**src/rtl/ahbl_pkg.sv**
```systemverilog
package ahbl_pkg;

    typedef enum logic [1:0] {
        TR_IDLE = 2'b00,
        TR_BUSY = 2'b01,
        TR_NSEQ = 2'b10,
        TR_SEQ  = 2'b11
    } htrans_t;

    localparam logic [2:0] BU_SINGLE = 3'b000;
    localparam logic [2:0] BU_INCR   = 3'b001;

    // Wrapping kinds keep the block aligned to beats x bytes.
    function automatic logic is_wrap(input logic [2:0] b);
        return (b == 3'b010) || (b == 3'b100) || (b == 3'b110);
    endfunction

    function automatic logic [4:0] fixed_beats(input logic [2:0] b);
        case (b)
            3'b010, 3'b011: return 5'd4;
            3'b100, 3'b101: return 5'd8;
            3'b110, 3'b111: return 5'd16;
            default:        return 5'd1;
        endcase
    endfunction

    function automatic logic [2:0] wrap_lg(input logic [2:0] b);
        case (b)
            3'b010:  return 3'd2;
            3'b100:  return 3'd3;
            3'b110:  return 3'd4;
            default: return 3'd0;
        endcase
    endfunction

endpackage

```
**src/rtl/ahbl_addr_step.sv**
```systemverilog
module ahbl_addr_step
    import ahbl_pkg::*;
#(
    parameter int AW = 32
) (
    input  logic [AW-1:0] cur,
    input  logic [2:0]    size,
    input  logic [2:0]    burst,
    output logic [AW-1:0] nxt,
    output logic [AW-1:0] blk_mask
);
    localparam int SHW = 4;

    logic [AW-1:0]  stride;
    logic [AW-1:0]  lin;
    logic [SHW-1:0] blk_lg;

    always_comb begin
        stride = AW'(1) << size;
        lin    = cur + stride;
        blk_lg = {1'b0, size} + {1'b0, wrap_lg(burst)};
        if (is_wrap(burst)) begin
            blk_mask = (AW'(1) << blk_lg) - AW'(1);
            nxt      = (cur & ~blk_mask) | (lin & blk_mask);
        end else begin
            blk_mask = '0;
            nxt      = lin;
        end
    end
endmodule

```
**src/rtl/ahbl_addr_phase.sv**
```systemverilog
module ahbl_addr_phase
    import ahbl_pkg::*;
#(
    parameter int AW   = 32,
    parameter int DW   = 32,
    parameter int LENW = 8
) (
    input  logic            clk,
    input  logic            rst,
    input  logic            hready,
    input  logic            kill,
    input  logic            start,
    input  logic [AW-1:0]   cmd_addr,
    input  logic [2:0]      cmd_burst,
    input  logic [2:0]      cmd_size,
    input  logic            cmd_write,
    input  logic [LENW-1:0] cmd_len,
    input  logic            wr_avail,
    input  logic [DW-1:0]   wr_data,
    output logic [AW-1:0]   haddr,
    output htrans_t         htrans,
    output logic [2:0]      hburst,
    output logic [2:0]      hsize,
    output logic            hwrite,
    output logic            run,
    output logic            wr_take,
    output logic [LENW-1:0] ap_beat,
    output logic            ap_last,
    output logic [DW-1:0]   ap_data
);
    logic [AW-1:0]   nxt_addr;
    logic [AW-1:0]   base_addr;
    logic [AW-1:0]   step_nxt;
    logic [AW-1:0]   blk_mask;
    logic [2:0]      c_burst;
    logic [2:0]      c_size;
    logic            c_write;
    logic [LENW-1:0] iss_idx;
    logic [LENW-1:0] total_m1;
    logic            first_beat;
    logic            last_beat;
    logic            can_step;

    ahbl_addr_step #(.AW(AW)) u_step (
        .cur      (nxt_addr),
        .size     (c_size),
        .burst    (c_burst),
        .nxt      (step_nxt),
        .blk_mask (blk_mask)
    );

    assign first_beat = (iss_idx == '0);
    assign last_beat  = (iss_idx == total_m1);
    assign can_step   = run && hready && !kill;
    assign wr_take    = can_step && c_write && wr_avail;

    always_ff @(posedge clk) begin
        if (rst) begin
            run       <= 1'b0;
            htrans    <= TR_IDLE;
            haddr     <= '0;
            hburst    <= BU_SINGLE;
            hsize     <= '0;
            hwrite    <= 1'b0;
            nxt_addr  <= '0;
            base_addr <= '0;
            c_burst   <= BU_SINGLE;
            c_size    <= '0;
            c_write   <= 1'b0;
            iss_idx   <= '0;
            total_m1  <= '0;
            ap_beat   <= '0;
            ap_last   <= 1'b0;
            ap_data   <= '0;
        end else begin
            if (kill) begin
                htrans <= TR_IDLE;
                run    <= 1'b0;
            end else if (hready) begin
                if (!run) begin
                    htrans <= TR_IDLE;
                end else if (c_write && !wr_avail) begin
                    htrans <= first_beat ? TR_IDLE : TR_BUSY;
                    haddr  <= nxt_addr;
                end else begin
                    htrans   <= first_beat ? TR_NSEQ : TR_SEQ;
                    haddr    <= nxt_addr;
                    hburst   <= c_burst;
                    hsize    <= c_size;
                    hwrite   <= c_write;
                    ap_data  <= wr_data;
                    ap_beat  <= iss_idx;
                    ap_last  <= last_beat;
                    iss_idx  <= iss_idx + LENW'(1);
                    nxt_addr <= step_nxt;
                    if (last_beat) run <= 1'b0;
                end
            end
            if (start) begin
                run       <= 1'b1;
                iss_idx   <= '0;
                nxt_addr  <= cmd_addr;
                base_addr <= cmd_addr;
                c_burst   <= cmd_burst;
                c_size    <= cmd_size;
                c_write   <= cmd_write;
                total_m1  <= (cmd_burst == BU_INCR) ? cmd_len
                                                    : LENW'(fixed_beats(cmd_burst) - 5'd1);
            end
        end
    end

    AST_PIPE_FREEZE: assert property (@(posedge clk) disable iff (rst)
        (!hready && !kill) |=> ($stable(haddr) && $stable(htrans)));
    AST_BUSY_ONLY_WRITE: assert property (@(posedge clk) disable iff (rst)
        (htrans == TR_BUSY) |-> hwrite);
    AST_NSEQ_ONCE: assert property (@(posedge clk) disable iff (rst)
        (htrans == TR_NSEQ && hready && !kill) |=> (htrans != TR_NSEQ));
    AST_WRAP_BLOCK: assert property (@(posedge clk) disable iff (rst)
        (htrans == TR_SEQ && is_wrap(hburst)) |-> (((haddr ^ base_addr) & ~blk_mask) == '0));
endmodule

```
**src/rtl/ahbl_data_phase.sv**
```systemverilog
module ahbl_data_phase #(
    parameter int DW   = 32,
    parameter int LENW = 8
) (
    input  logic            clk,
    input  logic            rst,
    input  logic            hready,
    input  logic            hresp,
    input  logic [DW-1:0]   hrdata,
    input  logic            ap_live,
    input  logic            ap_write,
    input  logic [LENW-1:0] ap_beat,
    input  logic            ap_last,
    input  logic [DW-1:0]   ap_data,
    output logic [DW-1:0]   hwdata,
    output logic            dp_valid,
    output logic            kill,
    output logic            rd_valid,
    output logic [DW-1:0]   rd_data,
    output logic            done,
    output logic            done_err,
    output logic [LENW-1:0] err_beat
);
    typedef struct packed {
        logic            wr;
        logic            last;
        logic [LENW-1:0] beat;
    } dp_tag_t;

    dp_tag_t tag;

    assign kill = dp_valid && hresp;

    always_ff @(posedge clk) begin
        if (rst) begin
            dp_valid <= 1'b0;
            tag      <= '0;
            hwdata   <= '0;
            rd_valid <= 1'b0;
            rd_data  <= '0;
            done     <= 1'b0;
            done_err <= 1'b0;
            err_beat <= '0;
        end else begin
            rd_valid <= 1'b0;
            done     <= 1'b0;
            if (hready) begin
                if (dp_valid) begin
                    if (hresp) begin
                        done     <= 1'b1;
                        done_err <= 1'b1;
                        err_beat <= tag.beat;
                    end else begin
                        if (!tag.wr) begin
                            rd_valid <= 1'b1;
                            rd_data  <= hrdata;
                        end
                        if (tag.last) begin
                            done     <= 1'b1;
                            done_err <= 1'b0;
                        end
                    end
                end
                if (ap_live && !kill) begin
                    dp_valid <= 1'b1;
                    tag      <= '{wr: ap_write, last: ap_last, beat: ap_beat};
                    hwdata   <= ap_data;
                end else begin
                    dp_valid <= 1'b0;
                end
            end
        end
    end

    AST_RD_NOT_ON_ERR: assert property (@(posedge clk) disable iff (rst)
        (dp_valid && hready && hresp) |=> (!rd_valid && done_err));
endmodule

```
**src/rtl/ahbl_burst_master.sv**
```systemverilog
module ahbl_burst_master
    import ahbl_pkg::*;
#(
    parameter int AW   = 32,
    parameter int DW   = 32,
    parameter int LENW = 8
) (
    input  logic            clk,
    input  logic            rst,
    input  logic            cmd_valid,
    output logic            cmd_ready,
    input  logic [AW-1:0]   cmd_addr,
    input  logic [2:0]      cmd_burst,
    input  logic [2:0]      cmd_size,
    input  logic            cmd_write,
    input  logic [LENW-1:0] cmd_len,
    input  logic            wr_avail,
    input  logic [DW-1:0]   wr_data,
    output logic            wr_take,
    output logic            rd_valid,
    output logic [DW-1:0]   rd_data,
    output logic            done,
    output logic            done_err,
    output logic [LENW-1:0] err_beat,
    output logic [AW-1:0]   haddr,
    output logic [1:0]      htrans,
    output logic [2:0]      hburst,
    output logic [2:0]      hsize,
    output logic            hwrite,
    output logic [DW-1:0]   hwdata,
    input  logic [DW-1:0]   hrdata,
    input  logic            hready,
    input  logic            hresp
);
    htrans_t         tr;
    logic            run;
    logic            kill;
    logic            dp_valid;
    logic            start;
    logic [LENW-1:0] ap_beat;
    logic            ap_last;
    logic [DW-1:0]   ap_data;

    assign htrans    = tr;
    assign cmd_ready = !(run || tr[1] || dp_valid);
    assign start     = cmd_valid && cmd_ready;

    ahbl_addr_phase #(.AW(AW), .DW(DW), .LENW(LENW)) u_aph (
        .clk       (clk),
        .rst       (rst),
        .hready    (hready),
        .kill      (kill),
        .start     (start),
        .cmd_addr  (cmd_addr),
        .cmd_burst (cmd_burst),
        .cmd_size  (cmd_size),
        .cmd_write (cmd_write),
        .cmd_len   (cmd_len),
        .wr_avail  (wr_avail),
        .wr_data   (wr_data),
        .haddr     (haddr),
        .htrans    (tr),
        .hburst    (hburst),
        .hsize     (hsize),
        .hwrite    (hwrite),
        .run       (run),
        .wr_take   (wr_take),
        .ap_beat   (ap_beat),
        .ap_last   (ap_last),
        .ap_data   (ap_data)
    );

    ahbl_data_phase #(.DW(DW), .LENW(LENW)) u_dph (
        .clk      (clk),
        .rst      (rst),
        .hready   (hready),
        .hresp    (hresp),
        .hrdata   (hrdata),
        .ap_live  (tr[1]),
        .ap_write (hwrite),
        .ap_beat  (ap_beat),
        .ap_last  (ap_last),
        .ap_data  (ap_data),
        .hwdata   (hwdata),
        .dp_valid (dp_valid),
        .kill     (kill),
        .rd_valid (rd_valid),
        .rd_data  (rd_data),
        .done     (done),
        .done_err (done_err),
        .err_beat (err_beat)
    );

    AST_ERR_CANCEL: assert property (@(posedge clk) disable iff (rst)
        (kill && !hready) |=> (tr == TR_IDLE));
    AST_DONE_IDLE: assert property (@(posedge clk) disable iff (rst)
        done |-> cmd_ready);
endmodule

```
**config.mk**
```make
export PLATFORM = sky130hd
export DESIGN_NAME = ahbl_burst_master
export DESIGN_NICKNAME = d
export VERILOG_FILES = /design/src/rtl/ahbl_pkg.sv /design/src/rtl/ahbl_addr_step.sv /design/src/rtl/ahbl_addr_phase.sv /design/src/rtl/ahbl_data_phase.sv /design/src/rtl/ahbl_burst_master.sv
export SDC_FILE = /design/constraint.sdc
export NUM_CORES = 1
export LEC_CHECK = 0
export BUFFER_PORTS_ARGS = -buffer_cell sky130_fd_sc_hd__buf_2
export CAP_MARGIN = 20
export CORE_ASPECT_RATIO = 1.25
export CORE_MARGIN = 4
export CORE_UTILIZATION = 57
export CTS_BUF_LIST = sky130_fd_sc_hd__clkbuf_4 sky130_fd_sc_hd__clkbuf_8
export DETAILED_ROUTE_END_ITERATION = 8
export GPL_TIMING_DRIVEN = 0
export HOLD_SLACK_MARGIN = 0.08
export PLACE_DENSITY = 0.9
export SYNTH_ARGS = -nofsm -noshare
export SYNTH_HDL_FRONTEND = slang
export SYNTH_HIERARCHICAL = 1
export SYNTH_SLANG_ARGS = --single-unit
```
**constraint.sdc**
```tcl
create_clock -name clk -period 5.29 [get_ports clk]
set_clock_uncertainty 0.2 [all_clocks]
set_input_delay 1.058 -clock clk [delete_from_list [all_inputs] [get_ports clk]]
set_output_delay 1.058 -clock clk [all_outputs]
set_load 0.03 [all_outputs]
```
==> results.md <==
- Flop-to-flop setup slack: 0.53 ns
- Worst skew pair latency: 0.54 ns
- # hold bufs at CTS: 0
- Status: completed
- DRC marker count from the first detailed-route iteration: 523
- ANT nets after route: 0
- Avg Cell Area, Syn: 8.312 um2
- Die Ht: 160.5 um
- Initial antenna violation count: 1
- HP Start: u_dph/rd_data[4]$_SDFFE_PP0P_
- Root buffer cell: clkbuf_8
- Layout Nets: 1682
- Fin worst setup slack: 0.5332 ns
- Detailed Place HPWL: 22230 um
- Final Hold Violating Endpoints: 0
- HP Class: flop to flop
- Pre-CTS WS: 0.6438 ns
- TritonCTS buffer count: 36
- Total GRT Usage: 28.12%
- Vias in the first global route: 10.05k
- Critical Path RT: 5.48 ns
- Synthesized instance count: 1275
- Setup TNS: 0 ns
- Syn Nets: 1410
- VDD IR-drop max: 0.2485 mV
- Unrepaired setup endpoints after global routing: no
- Yosys warning count: 6
- Syn Std Cell Area: 0.01060 mm2
- Worst hold endpoint: u_dph/rd_data[4]$_SDFFE_PP0P_
- Largest net degree at the start of global routing: 17
- Die footprint: 0.02085 mm2
- WL/cell: 16.76 um
- CTS resizes: 0
- Vias: 10.14k
- Die X: 130.0 um
- Slew @ Worst Pin: 0.8272 ns
- First-pass GRT wire length: 48150 um
- WHS Path Cells: 2
- Vias per inst: 5.631
- Crit path max fanout: 10
- Post-CTS Setup Bufs: 0
- Detailed Route WL: 30170 um
- Placed Instances: 1737
- Leak: 0.005330 uW
- Pre-Repair DR Iteration Count: 5
- RD Place Congestion: 0.9586
- Residual DRC: 0
- Fin crit period: 4.757 ns
- Total power: 4088 uW
- Initial Utilization: 58.33%
- Worst Reg-to-Reg Cells: 17
- CP arrival: 4.95 ns
- Fmax: 210.2 MHz
- Layout Cells excl Fill: 1800
- Fillcell total: 1437
- Clk slew on worst S/H paths: 0.06 ns
- Crit Path Class: flop to flop
- Cell Rows: 55
- Tcrit/Tclk final: 89.92%
- CTS tree: done
- Max Cap Viol: 0
- Area delta synth->final: 21.22%
- Htree depth: 2
- Crit path capture type: flop
- RR Startpoint: u_aph/c_burst[2]$_SDFFE_PP0P_
- Max_slew headroom: 44.52%
- CTS Sinks: 224
- R2r endpoint: u_aph/nxt_addr[4]$_SDFFE_PP0P_
- Total gr overflow: 0
- Startpoint type of the worst setup path: flop
- I/O pin cnt: 235
- Clock Tree Buf Depth: 3
- Core ar.: 0.01817 mm2
- Layout cells sized above 1: 22.53%
- Pwr dens: 318.2 mW/mm2
- Final slew viol count: 0
- Final setup violating endpoints: 0
- Number of port buffers: 234
## flip-flops by register name (all words and copies together), names as in the netlist, 2 cells and up
register,cells
u_aph/iss_idx,8
u_aph/ap_data,32
u_aph/nxt_addr,32
u_aph/ap_beat,8
u_aph/hsize,3
u_dph/tag,10
u_dph/err_beat,8
u_dph/hwdata,32
u_aph/haddr,32
u_aph/c_burst,3
u_aph/total_m1,8
u_dph/rd_data,32
u_aph/c_size,3
u_aph/hburst,3
u_aph/htrans,2
## area by class of cell
cell class | count | area, um2 | area share [%]
Sequential cell | 224 | 4484 | 34.91
Tap cell | 228 | 285.3 | 2.221
Buffer | 92 | 491.7 | 3.828
Timing Repair Buffer | 234 | 1171 | 9.117
Clock inverter | 8 | 127.6 | 0.9935
Multi-Input combinational cell | 945 | 5569 | 43.35
Inverter | 14 | 52.55 | 0.4091
Clock buffer | 54 | 661.9 | 5.152
Antenna cell | 1 | 2.502 | 0.01948
## metrics by stage
step | util [%] | instance area, um2 | hold WS (ns)
detailed placement | 66.35 | 12050 | 0.2441
global route | 70.71 | 12850 | 0.2665
global placement | 66.35 | 12050 | 0.2382
floorplan | - | 10600 | 0.2324
finish | 70.71 | 12850 | 0.2504
CTS | 70.70 | 12840 | 0.2525
## critical path, cell delays in order (launching register included)
cell      delay, ns
dfxtp_1        0.43
nor3b_1        0.24
ha_1           0.23
inv_1          0.06
fa_1           0.59
clkbuf_1       0.36
nand2_1        0.11
or3_1          0.35
ha_1           0.19
clkbuf_1       0.21
inv_1          0.13
nor2_1         0.05
o21a_1         0.19
a211oi_1       0.46
mux2_2         0.39
and3_1         0.14
a211oi_1       0.21
nor3_1         0.07
## placed cells by master (no fill, tap or decap), types with 16 or more instances in the layout
cell type / instances
nand2_1: 262
buf_2: 263
xnor2_1: 28
mux2i_1: 49
nor2b_1: 41
dfxtp_1: 224
a21oi_1: 140
nand2b_1: 90
clkbuf_8: 41
nor2_1: 47
clkbuf_1: 45
a211oi_1: 39
and3_1: 41
ha_1: 16
nor3_1: 43
xor2_1: 18
nand3_1: 20
## where the power goes
| group | switching (uW) | total [uW] | internal (uW) |
|---|---|---|---|
| clock network | 667 | 1620 | 951 |
| logic | 378 | 644 | 266 |
| registers | 73.3 | 1830 | 1750 |
| total | 1120 | 4090 | 2970 |
## metal layers
layer | GRT usage (%) | routed length, um | up-vias | share of wire, %
li1 | - | - | 4882 | -
met1 | 32.03 | 11320 | 4711 | 38
met2 | 50.84 | 15360 | 441 | 51
met3 | 4.424 | 2218 | 102 | 7.4
met4 | 12.67 | 1275 | 0 | 4.2
met5 | 0 | 0 | - | 0
## worst max-delay path by stage
| stage | startpoint | to | slack (ns) | cells past startpoint |
|---|---|---|---|---|
| after floorplan | u_aph/c_burst[2]$_SDFFE_PP0P_ | u_aph/nxt_addr[4]$_SDFFE_PP0P_ | 1.29 | 18 |
| after global placement | u_aph/c_burst[2]$_SDFFE_PP0P_ | u_aph/nxt_addr[4]$_SDFFE_PP0P_ | 0.68 | 17 |
| after detailed placement | u_aph/c_burst[2]$_SDFFE_PP0P_ | u_aph/nxt_addr[4]$_SDFFE_PP0P_ | 0.64 | 17 |
| after CTS | u_aph/c_burst[2]$_SDFFE_PP0P_ | u_aph/nxt_addr[4]$_SDFFE_PP0P_ | 0.60 | 17 |
| after global routing | u_aph/c_burst[2]$_SDFFE_PP0P_ | u_aph/nxt_addr[4]$_SDFFE_PP0P_ | 0.29 | 17 |
| final | u_aph/c_burst[2]$_SDFFE_PP0P_ | u_aph/nxt_addr[4]$_SDFFE_PP0P_ | 0.53 | 17 |
Power figures use the tool's default switching activity.
